<file path="config.mk">
export PLATFORM = sky130hd
export DESIGN_NAME = rate_div_planner
export DESIGN_NICKNAME = d
export VERILOG_FILES = /design/src/rtl/rdp_pkg.sv /design/src/rtl/rdp_band_sel.sv /design/src/rtl/rdp_seq_div.sv /design/src/rtl/rate_div_planner.sv
export SDC_FILE = /design/constraint.sdc
export NUM_CORES = 1
export LEC_CHECK = 0
export BUFFER_PORTS_ARGS = -buffer_cell sky130_fd_sc_hd__buf_2
export CAP_MARGIN = 0
export CELL_PAD_IN_SITES_DETAIL_PLACEMENT = 1
export CELL_PAD_IN_SITES_GLOBAL_PLACEMENT = 1
export CORE_MARGIN = 2
export CORE_UTILIZATION = 30
export CTS_BUF_LIST = sky130_fd_sc_hd__clkbuf_4
export DETAILED_ROUTE_END_ITERATION = 12
export PLACE_DENSITY_LB_ADDON = 0.1
export SLEW_MARGIN = 20
export SYNTH_ARGS = -nofsm -noshare
export SYNTH_HDL_FRONTEND = slang
export SYNTH_SLANG_ARGS = --single-unit
</file>
<file path="constraint.sdc">
create_clock -name clk -period 3.05 [get_ports clk]
set_clock_uncertainty 0.1 [all_clocks]
set_input_delay 0.1525 -clock clk [delete_from_list [all_inputs] [get_ports clk]]
set_output_delay 0.1525 -clock clk [all_outputs]
set_load 0.1 [all_outputs]
</file>
<file path="src/rtl/rdp_pkg.sv">
package rdp_pkg;

    // Band edges in hertz; the comparison kind of each edge is part of behaviour.
    localparam logic [31:0] EDGE_X1_HZ  = 32'd500_000_000;   // >=
    localparam logic [31:0] EDGE_X2_HZ  = 32'd250_000_000;   // >=
    localparam logic [31:0] EDGE_X4_HZ  = 32'd125_000_000;   // >=
    localparam logic [31:0] EDGE_X8_HZ  = 32'd62_000_000;    // >  (strict)

    typedef struct packed {
        logic       err;
        logic [2:0] lg;     // log2 of transmit divider
        logic [1:0] c0;
        logic [1:0] c1;
    } band_t;

endpackage

</file>
<file path="src/rtl/rdp_band_sel.sv">
module rdp_band_sel
    import rdp_pkg::*;
#(
    parameter int                RATE_W    = 32,
    parameter logic [RATE_W-1:0] MIN_HZ    = RATE_W'(50_000_000),
    parameter logic [RATE_W-1:0] MAX_HZ    = RATE_W'(1_250_000_000),
    parameter bit                CLAMP_LOW = 1'b1
) (
    input  logic [RATE_W-1:0] rate_i,
    output logic [RATE_W-1:0] rate_c_o,
    output band_t             band_o
);

    logic [RATE_W-1:0] hi_lim;

    always_comb begin
        hi_lim = (rate_i > MAX_HZ) ? MAX_HZ : rate_i;
        if (CLAMP_LOW && (hi_lim < MIN_HZ)) begin
            rate_c_o = MIN_HZ;
        end else begin
            rate_c_o = hi_lim;
        end
    end

    always_comb begin
        band_o = '0;
        if (rate_c_o >= RATE_W'(EDGE_X1_HZ)) begin
            band_o.lg = 3'd0; band_o.c0 = 2'd0; band_o.c1 = 2'd0;
        end else if (rate_c_o >= RATE_W'(EDGE_X2_HZ)) begin
            band_o.lg = 3'd1; band_o.c0 = 2'd1; band_o.c1 = 2'd0;
        end else if (rate_c_o >= RATE_W'(EDGE_X4_HZ)) begin
            band_o.lg = 3'd2; band_o.c0 = 2'd2; band_o.c1 = 2'd0;
        end else if (rate_c_o > RATE_W'(EDGE_X8_HZ)) begin
            band_o.lg = 3'd3; band_o.c0 = 2'd2; band_o.c1 = 2'd1;
        end else if (rate_c_o >= MIN_HZ) begin
            band_o.lg = 3'd4; band_o.c0 = 2'd2; band_o.c1 = 2'd2;
        end else begin
            band_o.err = 1'b1;
        end
    end

endmodule

</file>
<file path="src/rtl/rdp_seq_div.sv">
module rdp_seq_div #(
    parameter int DVD_W = 64,
    parameter int DVS_W = 32,
    parameter int QO_W  = 31
) (
    input  logic             clk,
    input  logic             rst_n,
    input  logic             start_i,
    input  logic [DVD_W-1:0] dividend_i,
    input  logic [DVS_W-1:0] divisor_i,
    output logic             done_o,
    output logic [QO_W-1:0]  quot_o
);

    localparam int CNT_W = $clog2(DVD_W);

    typedef struct packed {
        logic [DVS_W:0]   rem;
        logic [DVD_W-1:0] dq;    // dividend shifts out, quotient shifts in
    } step_t;

    typedef struct packed {
        logic             busy;
        logic             done;
        logic [CNT_W-1:0] cnt;
        step_t            s;
    } st_t;

    st_t q, d;

    function automatic step_t div_step(input step_t cur, input logic [DVS_W-1:0] dvs);
        step_t          nx;
        logic [DVS_W:0] sh;
        sh = {cur.rem[DVS_W-1:0], cur.dq[DVD_W-1]};
        if (sh >= {1'b0, dvs}) begin
            nx.rem = sh - {1'b0, dvs};
            nx.dq  = {cur.dq[DVD_W-2:0], 1'b1};
        end else begin
            nx.rem = sh;
            nx.dq  = {cur.dq[DVD_W-2:0], 1'b0};
        end
        return nx;
    endfunction

    always_comb begin
        step_t ld;
        d      = q;
        d.done = 1'b0;
        ld.rem = '0;
        ld.dq  = dividend_i;
        if (!q.busy && start_i) begin
            d.s    = div_step(ld, divisor_i);
            d.busy = 1'b1;
            d.cnt  = CNT_W'(1);
        end else if (q.busy) begin
            d.s   = div_step(q.s, divisor_i);
            d.cnt = q.cnt + CNT_W'(1);
            if (q.cnt == CNT_W'(DVD_W - 1)) begin
                d.busy = 1'b0;
                d.done = 1'b1;
            end
        end
    end

    always_ff @(posedge clk or negedge rst_n) begin
        if (!rst_n) q <= '0;
        else        q <= d;
    end

    assign done_o = q.done;
    assign quot_o = q.s.dq[QO_W-1:0];

endmodule

</file>
<file path="src/rtl/rate_div_planner.sv">
module rate_div_planner
    import rdp_pkg::*;
#(
    parameter int                RATE_W    = 32,
    parameter logic [RATE_W-1:0] MIN_HZ    = RATE_W'(50_000_000),
    parameter logic [RATE_W-1:0] MAX_HZ    = RATE_W'(1_250_000_000),
    parameter logic [RATE_W-1:0] REF_HZ    = RATE_W'(26_000_000),
    parameter int                FRAC_W    = 24,
    parameter int                DVD_W     = 64,
    parameter int                PCW_W     = 31,
    parameter bit                CLAMP_LOW = 1'b1
) (
    input  logic              clk,
    input  logic              rst_n,
    input  logic              start_i,
    input  logic [RATE_W-1:0] rate_i,
    output logic              busy_o,
    output logic              done_o,
    output logic              err_o,
    output logic [4:0]        txdiv_o,
    output logic [1:0]        code0_o,
    output logic [1:0]        code1_o,
    output logic [PCW_W-1:0]  pcw_o
);

    localparam int TXD_W  = 5;
    localparam int PROD_W = RATE_W + TXD_W;

    typedef struct packed {
        logic             busy;
        logic [2:0]       p_lg;
        logic [1:0]       p_c0;
        logic [1:0]       p_c1;
        logic             done;
        logic             err;
        logic [TXD_W-1:0] txdiv;
        logic [1:0]       c0;
        logic [1:0]       c1;
        logic [PCW_W-1:0] pcw;
    } st_t;

    st_t q, d;

    logic [RATE_W-1:0] rate_c;
    band_t             band;
    logic [PROD_W-1:0] prod;
    logic [DVD_W-1:0]  dvd;
    logic              div_go;
    logic              div_done;
    logic [PCW_W-1:0]  quot;

    rdp_band_sel #(
        .RATE_W(RATE_W), .MIN_HZ(MIN_HZ), .MAX_HZ(MAX_HZ), .CLAMP_LOW(CLAMP_LOW)
    ) u_band (
        .rate_i  (rate_i),
        .rate_c_o(rate_c),
        .band_o  (band)
    );

    always_comb begin
        prod   = PROD_W'(rate_c) << (band.lg + 3'd1);
        dvd    = DVD_W'(prod) << FRAC_W;
        div_go = start_i && !q.busy && !band.err;
    end

    rdp_seq_div #(
        .DVD_W(DVD_W), .DVS_W(RATE_W), .QO_W(PCW_W)
    ) u_div (
        .clk       (clk),
        .rst_n     (rst_n),
        .start_i   (div_go),
        .dividend_i(dvd),
        .divisor_i (REF_HZ),
        .done_o    (div_done),
        .quot_o    (quot)
    );

    always_comb begin
        d      = q;
        d.done = 1'b0;
        if (!q.busy && start_i) begin
            if (band.err) begin
                d.done  = 1'b1;
                d.err   = 1'b1;
                d.txdiv = '0;
                d.c0    = '0;
                d.c1    = '0;
                d.pcw   = '0;
            end else begin
                d.busy = 1'b1;
                d.p_lg = band.lg;
                d.p_c0 = band.c0;
                d.p_c1 = band.c1;
            end
        end else if (q.busy && div_done) begin
            d.busy  = 1'b0;
            d.done  = 1'b1;
            d.err   = 1'b0;
            d.txdiv = TXD_W'(1) << q.p_lg;
            d.c0    = q.p_c0;
            d.c1    = q.p_c1;
            d.pcw   = quot;
        end
    end

    always_ff @(posedge clk or negedge rst_n) begin
        if (!rst_n) q <= '0;
        else        q <= d;
    end

    assign busy_o  = q.busy;
    assign done_o  = q.done;
    assign err_o   = q.err;
    assign txdiv_o = q.txdiv;
    assign code0_o = q.c0;
    assign code1_o = q.c1;
    assign pcw_o   = q.pcw;

endmodule

</file>
Word-level counts from Yosys, hierarchy flattened
Index checks and enable logic that the tools add are counted.
{"block": "totals", "reg_bits": 154, "inputBits": 35, "output_inout_bits": 43}
{"block": "op_classes", "muxes": 24, "bitwise": 1, "addsub": 3, "shift": 2, "n_lt_le_gt_ge": 8, "eq_ne": 3, "n_reduce_logical": 12}
{"cell": "two-way mux 42 bit", "n": 3}
{"cell": "two-way mux 105 bit", "n": 1}
{"cell": "two-way mux 103 bit", "n": 1}
{"cell": "two-way mux 97 bit", "n": 1}
{"cell": "two-way mux 32 bit", "n": 2}
{"cell": "left shift 32 x 3 -> 37 bit", "n": 1}
{"cell": "two-way mux 7 bit", "n": 5}
{"cell": "greater-or-equal comparator 33 x 25 -> 1 bit (second input constant)", "n": 1}
{"cell": "subtractor 33 x 25 -> 33 bit (second input constant)", "n": 1}
{"cell": "greater-or-equal comparator 32 x 26 -> 1 bit (second input constant)", "n": 1}
{"cell": "greater-or-equal comparator 32 x 27 -> 1 bit (second input constant)", "n": 1}
{"cell": "greater-or-equal comparator 32 x 28 -> 1 bit (second input constant)", "n": 1}
{"cell": "greater-or-equal comparator 32 x 29 -> 1 bit (second input constant)", "n": 1}
{"cell": "greater-than comparator 32 x 26 -> 1 bit (second input constant)", "n": 1}
{"cell": "greater-than comparator 32 x 31 -> 1 bit (second input constant)", "n": 1}
{"cell": "< comparator 32 x 26 -> 1 bit (second input constant)", "n": 1}
{"cell": "two-way mux 1 bit", "n": 9}
{"cell": "two-way mux 8 bit", "n": 1}
{"cell": "adder 6 x 1 -> 6 bit (second input constant)", "n": 1}
{"cell": "== test 6 bit (second input constant)", "n": 1}
{"cell": "AND reduction 2 bit", "n": 3}
{"cell": "left shift 1 x 3 -> 5 bit (first input constant)", "n": 1}
{"cell": "logical AND 1 bit", "n": 4}
{"cell": "inequality test 2 bit (second input constant)", "n": 2}
{"cell": "other kinds (5)", "n": 8}

Depth between registers and ports, before layout
Gate-level depths: netlist of run 1.
{"block": "depth", "depth_word": 14, "ltp_mapped": 20, "depth_no_buf": 15}

Hierarchy
From an unflattened synthesis of run 1, not the netlist that was laid out.
{"block": "unflattened", "cells_unflattened": 1269, "area_unflattened_um2": 11483.5}
{"module": "rdp_seq_div", "n_inst": 1, "area_each_um2": 7225.7, "seq_area_each_um2": 2602.5, "cells_each": 834}
{"module": "rate_div_planner", "n_inst": 1, "area_each_um2": 3348.2, "seq_area_each_um2": 1251.2, "cells_each": 287}
{"module": "rdp_band_sel", "n_inst": 1, "area_each_um2": 909.6, "seq_area_each_um2": 0.0, "cells_each": 148}

Worst setup path before layout of run 1
OpenSTA, ideal clock, no wires.
{"block": "synth_path", "path_kind": "in2reg", "startpoint": "in rate_i[17]", "endpoint": "reg u_div.q[47] (netlist bit)", "t_arrival_ps": 4261, "cell_stages": 17, "slack_ps": -1454, "path_cell_list": "clkbuf_1 or4_4 nor3_4 o21ai_2 o22a_1 buf_2 nor2_1 nand3_1 o21ai_4 inv_6 buf_2 ha_1 buf_1 clkbuf_1 clkbuf_1 mux2i_1 o221ai_1"}
{"element": "from (decl)", "line": "rate_div_planner.sv:16", "source": "input logic [RATE_W-1:0] rate_i,"}
{"element": "to (signal assigned)", "line": "rdp_seq_div.sv:66", "source": "if (!rst_n) q <= '0;"}
{"element": "to (signal assigned)", "line": "rdp_seq_div.sv:67", "source": "else q <= d;"}
{"element": "to (decl)", "line": "rdp_seq_div.sv:29", "source": "st_t q, d;"}

Final worst setup path of run 1
{"block": "layout_path", "startpoint": "in rate_i[20]", "endpoint": "reg u_div.q[31] (netlist bit)"}
{"block": "layout_between", "elab_chain_len": 14, "elab_cells_between_ends": 26}
{"element": "greater-than comparator 32 x 31 -> 1 bit", "line": "rdp_band_sel.sv:17", "source": "hi_lim = (rate_i > MAX_HZ) ? MAX_HZ : rate_i;"}
{"element": "two-way mux 32 bit (*)", "line": "rdp_band_sel.sv:17"}
{"element": "< comparator 32 x 26 -> 1 bit", "line": "rdp_band_sel.sv:18", "source": "if (CLAMP_LOW && (hi_lim < MIN_HZ)) begin"}
{"element": "two-way mux 32 bit (*)", "line": "rdp_band_sel.sv:18"}
{"element": "branches (longest 10 deep; another with greater-or-equal comparator 32 x 26 -> 1 bit)"}
Mark *: on every way between the ends.
A chain may end at the register's enable or synchronous reset.

==> load_flow_metrics.sql, run 1 <==
INSERT INTO impl_metrics (metric_group, metric, value, unit) VALUES
('outcome', 'violations_in_the_final_reports', 'negative setup slack', ''),
('timing', 'slew-limit-headroom', '0.307', ''),
('clock_network', 'clock_sinks', '153', ''),
('setup_path', 'rr_worst_depth', '9', ''),
('grt', 'global_route.overflow_total', '0', ''),
('grt', 'grt_max_degree', '75', ''),
('die', 'floorplan.die_area', '31800', 'um2'),
('yosys', 'ys_seq_elements', '153', ''),
('placed_design', 'post-dp-hpwl', '21100', 'um'),
('grt', 'gr-usage-all-layers', '0.192', ''),
('clock_network', 'cts.root.buffer_cell', 'clkbuf_4', ''),
('final_layout', 'multi_input_comb_area', '4950', 'um2'),
('die', 'i_o_pins', '78', ''),
('detailed_routing', 'antenna_violating_nets_post_route', '0', ''),
('yosys', 'synth.top_cells.by_area', 'dfrtp_1 (42%), nand2_1 (7.1%), mux2_2 (5.3%)', ''),
('setup_path', 'worst_path_max_delay_cell', 'or4_4', ''),
('timing', 'rsz0062_at_grt', 'yes', ''),
('timing', 'timing.final.ws_setup', '-67.9', 'ps'),
('power', 'power.density_cell_area', '825', 'nW/um2'),
('timing', 'timing.final.hold_violations', '0', ''),
('clock_network', 'clk_transition_reported_paths', '160', 'ps'),
('yosys', 'synth_top_cell_area_share', '0.421', ''),
('yosys', 'synth_top_cell_by_area', 'dfrtp_1', ''),
('timing', 'finalSetupViolations', '4', ''),
('final_layout', 'filler_cell_count', '3473', ''),
('job', 'max_cap_violations', '0', ''),
('clock_network', 'clock_buffer_count_from_cts', '17', ''),
('final_layout', 'num-nets-final', '1200', ''),
('setup_path', 'crit_path_start_kind', 'input port', ''),
('clock_network', 'maximum_clock_insertion_buffer_count', '2', ''),
('power', 'leakage', '0.00514', 'uW'),
('die', 'initial_core_util', '0.305', ''),
('setup_path', 'timing.reg2reg.setup_slack', '90', 'ps'),
('grt', 'grt_first_pass_wirelength', '48100', 'um'),
('setup_path', 'crit_start', 'rate_i[20]', ''),
('setup_path', 'worstSetupEndpointType', 'flip-flop', ''),
('setup_path', 'timing.setup.critical_path_class', 'in -> reg', ''),
('detailed_routing', 'remaining_drc_errors', '0', ''),
('final_layout', 'post-route-cell-area', '11400', 'um2'),
('placed_design', 'routabilityCongestion', '0.803', ''),
('final_layout', 'syn_to_final_growth', '25.0', '%'),
('final_layout', 'post_route_cells_drive_above_1_share', '0.336', ''),
('yosys', 'synth_cell_types', '79', ''),
('clock_network', 'tritoncts', 'yes', ''),
('setup_path', 'worstReg2RegEnd', 'u_div.q[94]$_DFFE_PN0P_', ''),
('yosys', 'mappedNetlistNets', '1052', ''),
('grt', 'grt_pass1_vias', '8631', ''),
('yosys', 'synth-seq-area-share', '0.421', ''),
('yosys', 'avgSynthCellArea', '8.98', 'um2'),
('die', 'die_width', '178', 'um'),
('placed_design', 'numPlacedInstances', '1522', ''),
('die', 'fp-row-count', '63', ''),
('final_layout', 'ff_latch_area', '3830', 'um2'),
('placed_design', 'port_bufs', '77', ''),
('detailed_routing', 'drtPass1Iterations', '4', ''),
('clock_network', 'clkLatencyLatePin', '550', 'ps'),
('detailed_routing', 'post_drt_wl_per_cell', '18.7', 'um'),
('setup_path', 'crit_required', '3410', 'ps'),
('timing', 'hold_slack', '63.5', 'ps'),
('yosys', 'synth-edff-count', '0', ''),
('timing', 'slew_viol_final', '0', ''),
('setup_path', 'worstPathArrival', '3470', 'ps'),
('yosys', 'synth-warning-count', '0', ''),
('yosys', 'netlist_area', '9100', 'um2'),
('setup_path', 'worstPathCellList', 'buf_2, or4_4, nor3_4, o21ai_4, o31ai_4, a32oi_2, and4_4, o21ai_4, inv_6, ha_4, mux2_2, mux2_4, a221oi_2, nand2_1', ''),
('final_layout', 'count_of_non_filler_cells_in_the_finished_layout', '1566', ''),
('outcome', 'status', 'finished with violations', ''),
('yosys', 'synth_async_sr_flop_share', '1.00', ''),
('timing', 'period_share', '1.02', ''),
('setup_path', 'reg2reg_from', 'u_div.q[84]$_DFFE_PN0P_', ''),
('timing', 'worst_slew_pin_slew', '1040', 'ps');
synth_stat cells (16+ instances only):
| cell | number |
|---|---|
| a21oi_1 | 40 |
| and3_1 | 25 |
| buf_4 | 41 |
| clkbuf_1 | 65 |
| dfrtp_1 | 153 |
| mux2_2 | 43 |
| mux2i_1 | 16 |
| nand2_1 | 172 |
| nand3_1 | 33 |
| nor2_1 | 61 |
| o211ai_1 | 17 |
| o21ai_0 | 75 |
| o22ai_1 | 20 |
area by class of cell:
| class | instances | share of cell area |
|---|---|---|
| diodes | 1 | 0.000220 |
| repair buffers | 245 | 0.151 |
| clock inverters | 15 | 0.0178 |
| flip-flops and latches | 153 | 0.337 |
| well taps | 390 | 0.0429 |
| inverters | 15 | 0.00583 |
| multi-input cells | 730 | 0.435 |
| clock buffers | 17 | 0.0112 |
flip-flops by register name, summed over array words and instances (netlist names):
register,cells
busy_o,1
code0_o,2
code1_o,2
done_o,1
err_o,1
pcw_o,31
q,6
txdiv_o,5
u_div.done_o,1
u_div.q,72
u_div.quot_o,31
through the flow:
stage               total power [uW]  setup TNS, ps   util  setup WS (ps)
finish                          9390           -131  0.382          -67.9
global route                   10100          -2530  0.382           -170
CTS                             9390         -0.244  0.373         -0.244
detailed placement              7900         -23780  0.358           -756
global placement                7790         -21310  0.358           -670
floorplan                       7010         -27810      -           -906
power by group:
group	leakage, uW	switching [uW]	internal [uW]
Clock	0.000171	909	535
Sequential	0.00196	596	2840
Combinational	0.00300	3000	1510
kinds of logic after synthesis:
group | after synthesis | synth area share
AOI/OAI and AO/OA | 258 | 0.192
xor gates and xnor gates | 27 | 0.0260
muxes | 65 | 0.0856
DFF | 153 | 0.421
and+or+nand+nor | 377 | 0.197
buffers and inverters | 131 | 0.0741
adders and majority gates | 3 | 0.00412
worst min-delay path by stage:
stage                                   end  cells past startpoint  startpoint
5_1_grt             u_div.q[57]$_DFFE_PN0P_                      4  rate_i[29]
2_1_floorplan            busy_o$_DFFE_PN0P_                      0       rst_n
3_3_place_gp        u_div.q[31]$_DFFE_PN0P_                      1       rst_n
3_5_place_dp        u_div.q[31]$_DFFE_PN0P_                      1       rst_n
6_report            u_div.q[31]$_DFFE_PN0P_                      2       rst_n
4_1_cts        u_div.quot_o[30]$_DFFE_PN0P_                      5   rate_i[0]
critical path: cells and delay by family:
kind / cells / cell delay (ps)
buffers and inverters: 2 / 160
muxes: 2 / 680
and+or+nand+nor: 4 / 1110
AOI/OAI and AO/OA: 5 / 1010
adders and majority gates: 1 / 340
per-layer routing:
| metal | global-route usage | routed length [um] | up-vias |
|---|---|---|---|
| li1 | - | - | 3949 |
| met1 | 0.275 | 15000 | 4085 |
| met2 | 0.312 | 13500 | 95 |
| met3 | 0.0241 | 624 | 10 |
| met4 | 0.0359 | 168 | 0 |
| met5 | 0 | 0 | - |
cells in the final DEF (no fill, tap or decap), drive strengths merged, types with 9 or more instances in the layout:
cell type | netlist | final
buf | 51 | 242
nand2 | 172 | 172
dfrtp | 153 | 153
o21ai | 78 | 78
nor2 | 61 | 61
mux2 | 43 | 43
a21oi | 40 | 40
nand3 | 33 | 33
and3 | 25 | 25
inv | 15 | 22
o22ai | 21 | 21
o211ai | 17 | 17
clkbuf | 65 | 17
nor3 | 16 | 16
mux2i | 16 | 16
xor2 | 15 | 15
o221ai | 15 | 15
nand4 | 12 | 12
xnor2 | 12 | 12
a22oi | 11 | 11
o31ai | 10 | 10
a221oi | 9 | 9
repair_timing:
item	in CTS	in global routing
endpoints found under the setup margin	32	43
hold buffers	3	0
pin swaps	7	25
endpoints found under the hold margin	84	0
resized for setup	13	53
buffers inserted	2	6
Power figures use the tool's default switching activity.
==> run 2: changes to the inputs <==
--- a/config.mk
+++ b/config.mk
@@ -14,6 +14,7 @@
 export CTS_BUF_LIST = sky130_fd_sc_hd__clkbuf_4
 export DETAILED_ROUTE_END_ITERATION = 12
 export PLACE_DENSITY_LB_ADDON = 0.1
+export REMOVE_ABC_BUFFERS = 1
 export SLEW_MARGIN = 20
 export SYNTH_ARGS = -nofsm -noshare
 export SYNTH_HDL_FRONTEND = slang
==> constraint.sdc (replaced) <==
create_clock -name clk -period 3.6 [get_ports clk]
set_clock_uncertainty 0.1 [all_clocks]
set_input_delay 0.18 -clock clk [delete_from_list [all_inputs] [get_ports clk]]
set_output_delay 0.18 -clock clk [all_outputs]
set_load 0.1 [all_outputs]
==> load_flow_metrics.sql, run 2 (synthesis results as in run 1) <==
INSERT INTO impl_metrics (metric_group, metric, value, unit) VALUES
('power', 'leakage', '0.00490', 'uW'),
('die', 'floorplan.die_area', '31800', 'um2'),
('timing', 'worst_slew_pin_slew', '1070', 'ps'),
('timing', 'timing.fmax', '301', 'MHz'),
('final_layout', 'syn_to_final_growth', '17.8', '%'),
('clock_network', 'cts.root.buffer_cell', 'clkbuf_4', ''),
('final_layout', 'top_reg_by_flops', 'u_div.q', ''),
('final_layout', 'mostFrequentLayoutCell', 'nand2_1', ''),
('power', 'power.density_cell_area', '702', 'nW/um2'),
('grt', 'number_of_antenna_violations_at_the_first_check_in_global_routing', '1', ''),
('detailed_routing', 'drt_iter0_markers', '405', ''),
('setup_path', 'worstPathArrival', '3710', 'ps'),
('job', 'max_cap_violations', '0', ''),
('power', 'sequential_share_of_power', '0.395', ''),
('timing', 'slew_viol_final', '0', ''),
('power', 'power.clock.fraction', '0.137', ''),
('detailed_routing', 'vias', '8004', ''),
('setup_path', 'timing.setup.critical_path_class', 'in -> reg', ''),
('min_path', 'whs_endpoint', 'u_div.quot_o[29]$_DFFE_PN0P_', ''),
('clock_network', 'clkLatencyLatePin', '590', 'ps'),
('power', 'power.ir.vdd_worst', '280', 'uV'),
('timing', 'period_share', '0.924', ''),
('clock_network', 'clk_transition_reported_paths', '180', 'ps'),
('clock_network', 'maximum_clock_insertion_buffer_count', '2', ''),
('detailed_routing', 'drt-vias-per-instance', '5.21', ''),
('power', 'combPwrFrac', '0.468', ''),
('final_layout', 'finish.utilization', '0.360', ''),
('placed_design', 'port_bufs', '77', ''),
('detailed_routing', 'remaining_drc_errors', '0', ''),
('clock_network', 'tritoncts', 'yes', ''),
('placed_design', 'routabilityCongestion', '0.813', ''),
('clock_network', 'cts_setup_buffers', '0', ''),
('timing', 'finalSetupViolations', '0', ''),
('die', 'i_o_pins', '78', ''),
('die', 'die_width', '178', 'um'),
('power', 'power_switching', '3680', 'uW'),
('placed_design', 'post-dp-hpwl', '20500', 'um'),
('setup_path', 'reg2reg_from', 'u_div.q[83]$_DFFE_PN0P_', ''),
('placed_design', 'numPlacedInstances', '1497', ''),
('setup_path', 'worstReg2RegEnd', 'u_div.q[86]$_DFFE_PN0P_', ''),
('detailed_routing', 'drtPass1Iterations', '5', ''),
('final_layout', 'num-nets-final', '1169', ''),
('grt', 'grt_max_degree', '94', ''),
('final_layout', 'ff_latch_area', '3830', 'um2'),
('grt', 'grt_first_pass_wirelength', '47300', 'um'),
('die', 'initial_core_util', '0.305', ''),
('timing', 'timing.final.hold_violations', '0', ''),
('final_layout', 'post_route_cells_drive_above_1_share', '0.273', ''),
('setup_path', 'critPathMaxFanout', '11', ''),
('clock_network', 'cts-htree-levels', '4', ''),
('timing', 'post-route-min-period', '3320', 'ps'),
('detailed_routing', 'total_wire_length', '28400', 'um'),
('power', 'p_total', '7530', 'uW'),
('min_path', 'hold_crit_start', 'rate_i[4]', ''),
('grt', 'gr-usage-all-layers', '0.189', ''),
('power', 'power_switching_share', '0.488', ''),
('clock_network', 'clock_sinks', '153', ''),
('clock_network', 'clock_buffer_count_from_cts', '17', ''),
('final_layout', 'count_of_non_filler_cells_in_the_finished_layout', '1535', ''),
('setup_path', 'crit_required', '3980', 'ps'),
('final_layout', 'multi_input_comb_area', '4610', 'um2'),
('die', 'die_h', '178', 'um'),
('die', 'core_area', '29800', 'um2'),
('final_layout', 'most-common-layout-cells', 'nand2_1 (171), dfrtp_1 (152), buf_4 (130), buf_2 (76), o21ai_0 (75)', ''),
('setup_path', 'crit_path_start_kind', 'input port', ''),
('timing', 'slew-limit-headroom', '0.284', ''),
('final_layout', 'largest_register_ffs', '72', ''),
('timing', 'rsz0062_at_grt', 'no', ''),
('grt', 'global_route.overflow_total', '0', ''),
('detailed_routing', 'antenna_violating_nets_post_route', '0', ''),
('setup_path', 'rr_worst_depth', '10', ''),
('timing', 'hold_slack', '66.8', 'ps'),
('timing', 'tns', '0', 'ps'),
('outcome', 'status', 'finished, final reports clean', ''),
('final_layout', 'filler_cell_count', '3510', ''),
('die', 'fp-row-count', '63', ''),
('min_path', 'cell_depth_of_the_worst_min_delay_path', '5', ''),
('grt', 'grt_pass1_vias', '8424', ''),
('min_path', 'worst_hold_path_type', 'in -> reg', ''),
('setup_path', 'worstSetupEndpointType', 'flip-flop', ''),
('detailed_routing', 'post_drt_wl_per_cell', '18.5', 'um'),
('power', 'power_report.internal_total', '3850', 'uW'),
('setup_path', 'timing.reg2reg.setup_slack', '340', 'ps');
[run 2: cell count changes in the layout (fill, tap and decap cells not counted), moves of 4 or more]
cell / before / now
clkinv_8: 4 / 0
nor2_2: 5 / 0
buf_4: 155 / 130
a221oi_2: 5 / 1
o21ai_0: 70 / 75
buf_6: 9 / 1
a221oi_1: 4 / 8
nor2_1: 54 / 61
[run 2: critical path, stage by stage]
cell and delay (ps):
buf_2 110, or4_4 540, nor3_4 150, o21ai_2 140
o31ai_2 440, a32oi_2 170, and4_1 240, o21ai_4 180
inv_6 40, ha_1 350, buf_4 230, mux2_2 350
a31oi_1 290, o21ai_0 160, o2bb2ai_1 140
[run 2: layout make-up]
type                    instances  area share
flip-flops and latches        153       0.357
inverters                      15     0.00572
clock inverters                14      0.0121
multi-input cells             730       0.430
diodes                          1    0.000233
clock buffers                  18      0.0126
repair buffers                214       0.136
well taps                     390      0.0455
[run 2: power by group through the flow]
| stage | logic, uW | clock network [uW] | registers, uW |
|---|---|---|---|
| after floorplan | 1590 | 0 | 4010 |
| after detailed placement | 3550 | 0 | 3020 |
| after global routing | 3910 | 1160 | 3090 |
| final | 3520 | 1030 | 2980 |
| after CTS | 3570 | 1090 | 2990 |
| after global placement | 3490 | 0 | 3010 |
[run 2: how the worst max path moves through the flow]
stage                                  from                            to  cells after the start
floorplan                        rate_i[20]  u_div.quot_o[27]$_DFFE_PN0P_                     15
global placement                 rate_i[20]       u_div.q[54]$_DFFE_PN0P_                     17
detailed placement               rate_i[20]       u_div.q[54]$_DFFE_PN0P_                     15
CTS                 u_div.q[83]$_DFFE_PN0P_       u_div.q[86]$_DFFE_PN0P_                     10
global route                     rate_i[20]       u_div.q[54]$_DFFE_PN0P_                     18
finish                           rate_i[20]       u_div.q[54]$_DFFE_PN0P_                     15
[run 2: metal layers]
layer | routed length, um | share of wire | up-vias | track usage
met5 | 0 | 0 | - | 0
met4 | 328 | 0.012 | 0 | 0.0444
met3 | 644 | 0.023 | 21 | 0.0237
met2 | 13300 | 0.47 | 104 | 0.308
met1 | 14100 | 0.50 | 4006 | 0.268
li1 | - | - | 3873 | -
[run 2: what timing repair did]
action                     CTS  global route
setup endpoints to repair    0             1
resized for setup            0             1
hold buffers                 5             0
hold endpoints to repair    99             0
[run 2: stage by stage]
step                      area (um2)  setup slack (ps)
final                          10700               275
after global routing           10700              48.7
after CTS                      10700               315
after detailed placement       10400              -327
after global placement         10400              -292
after floorplan                 8490             -1900
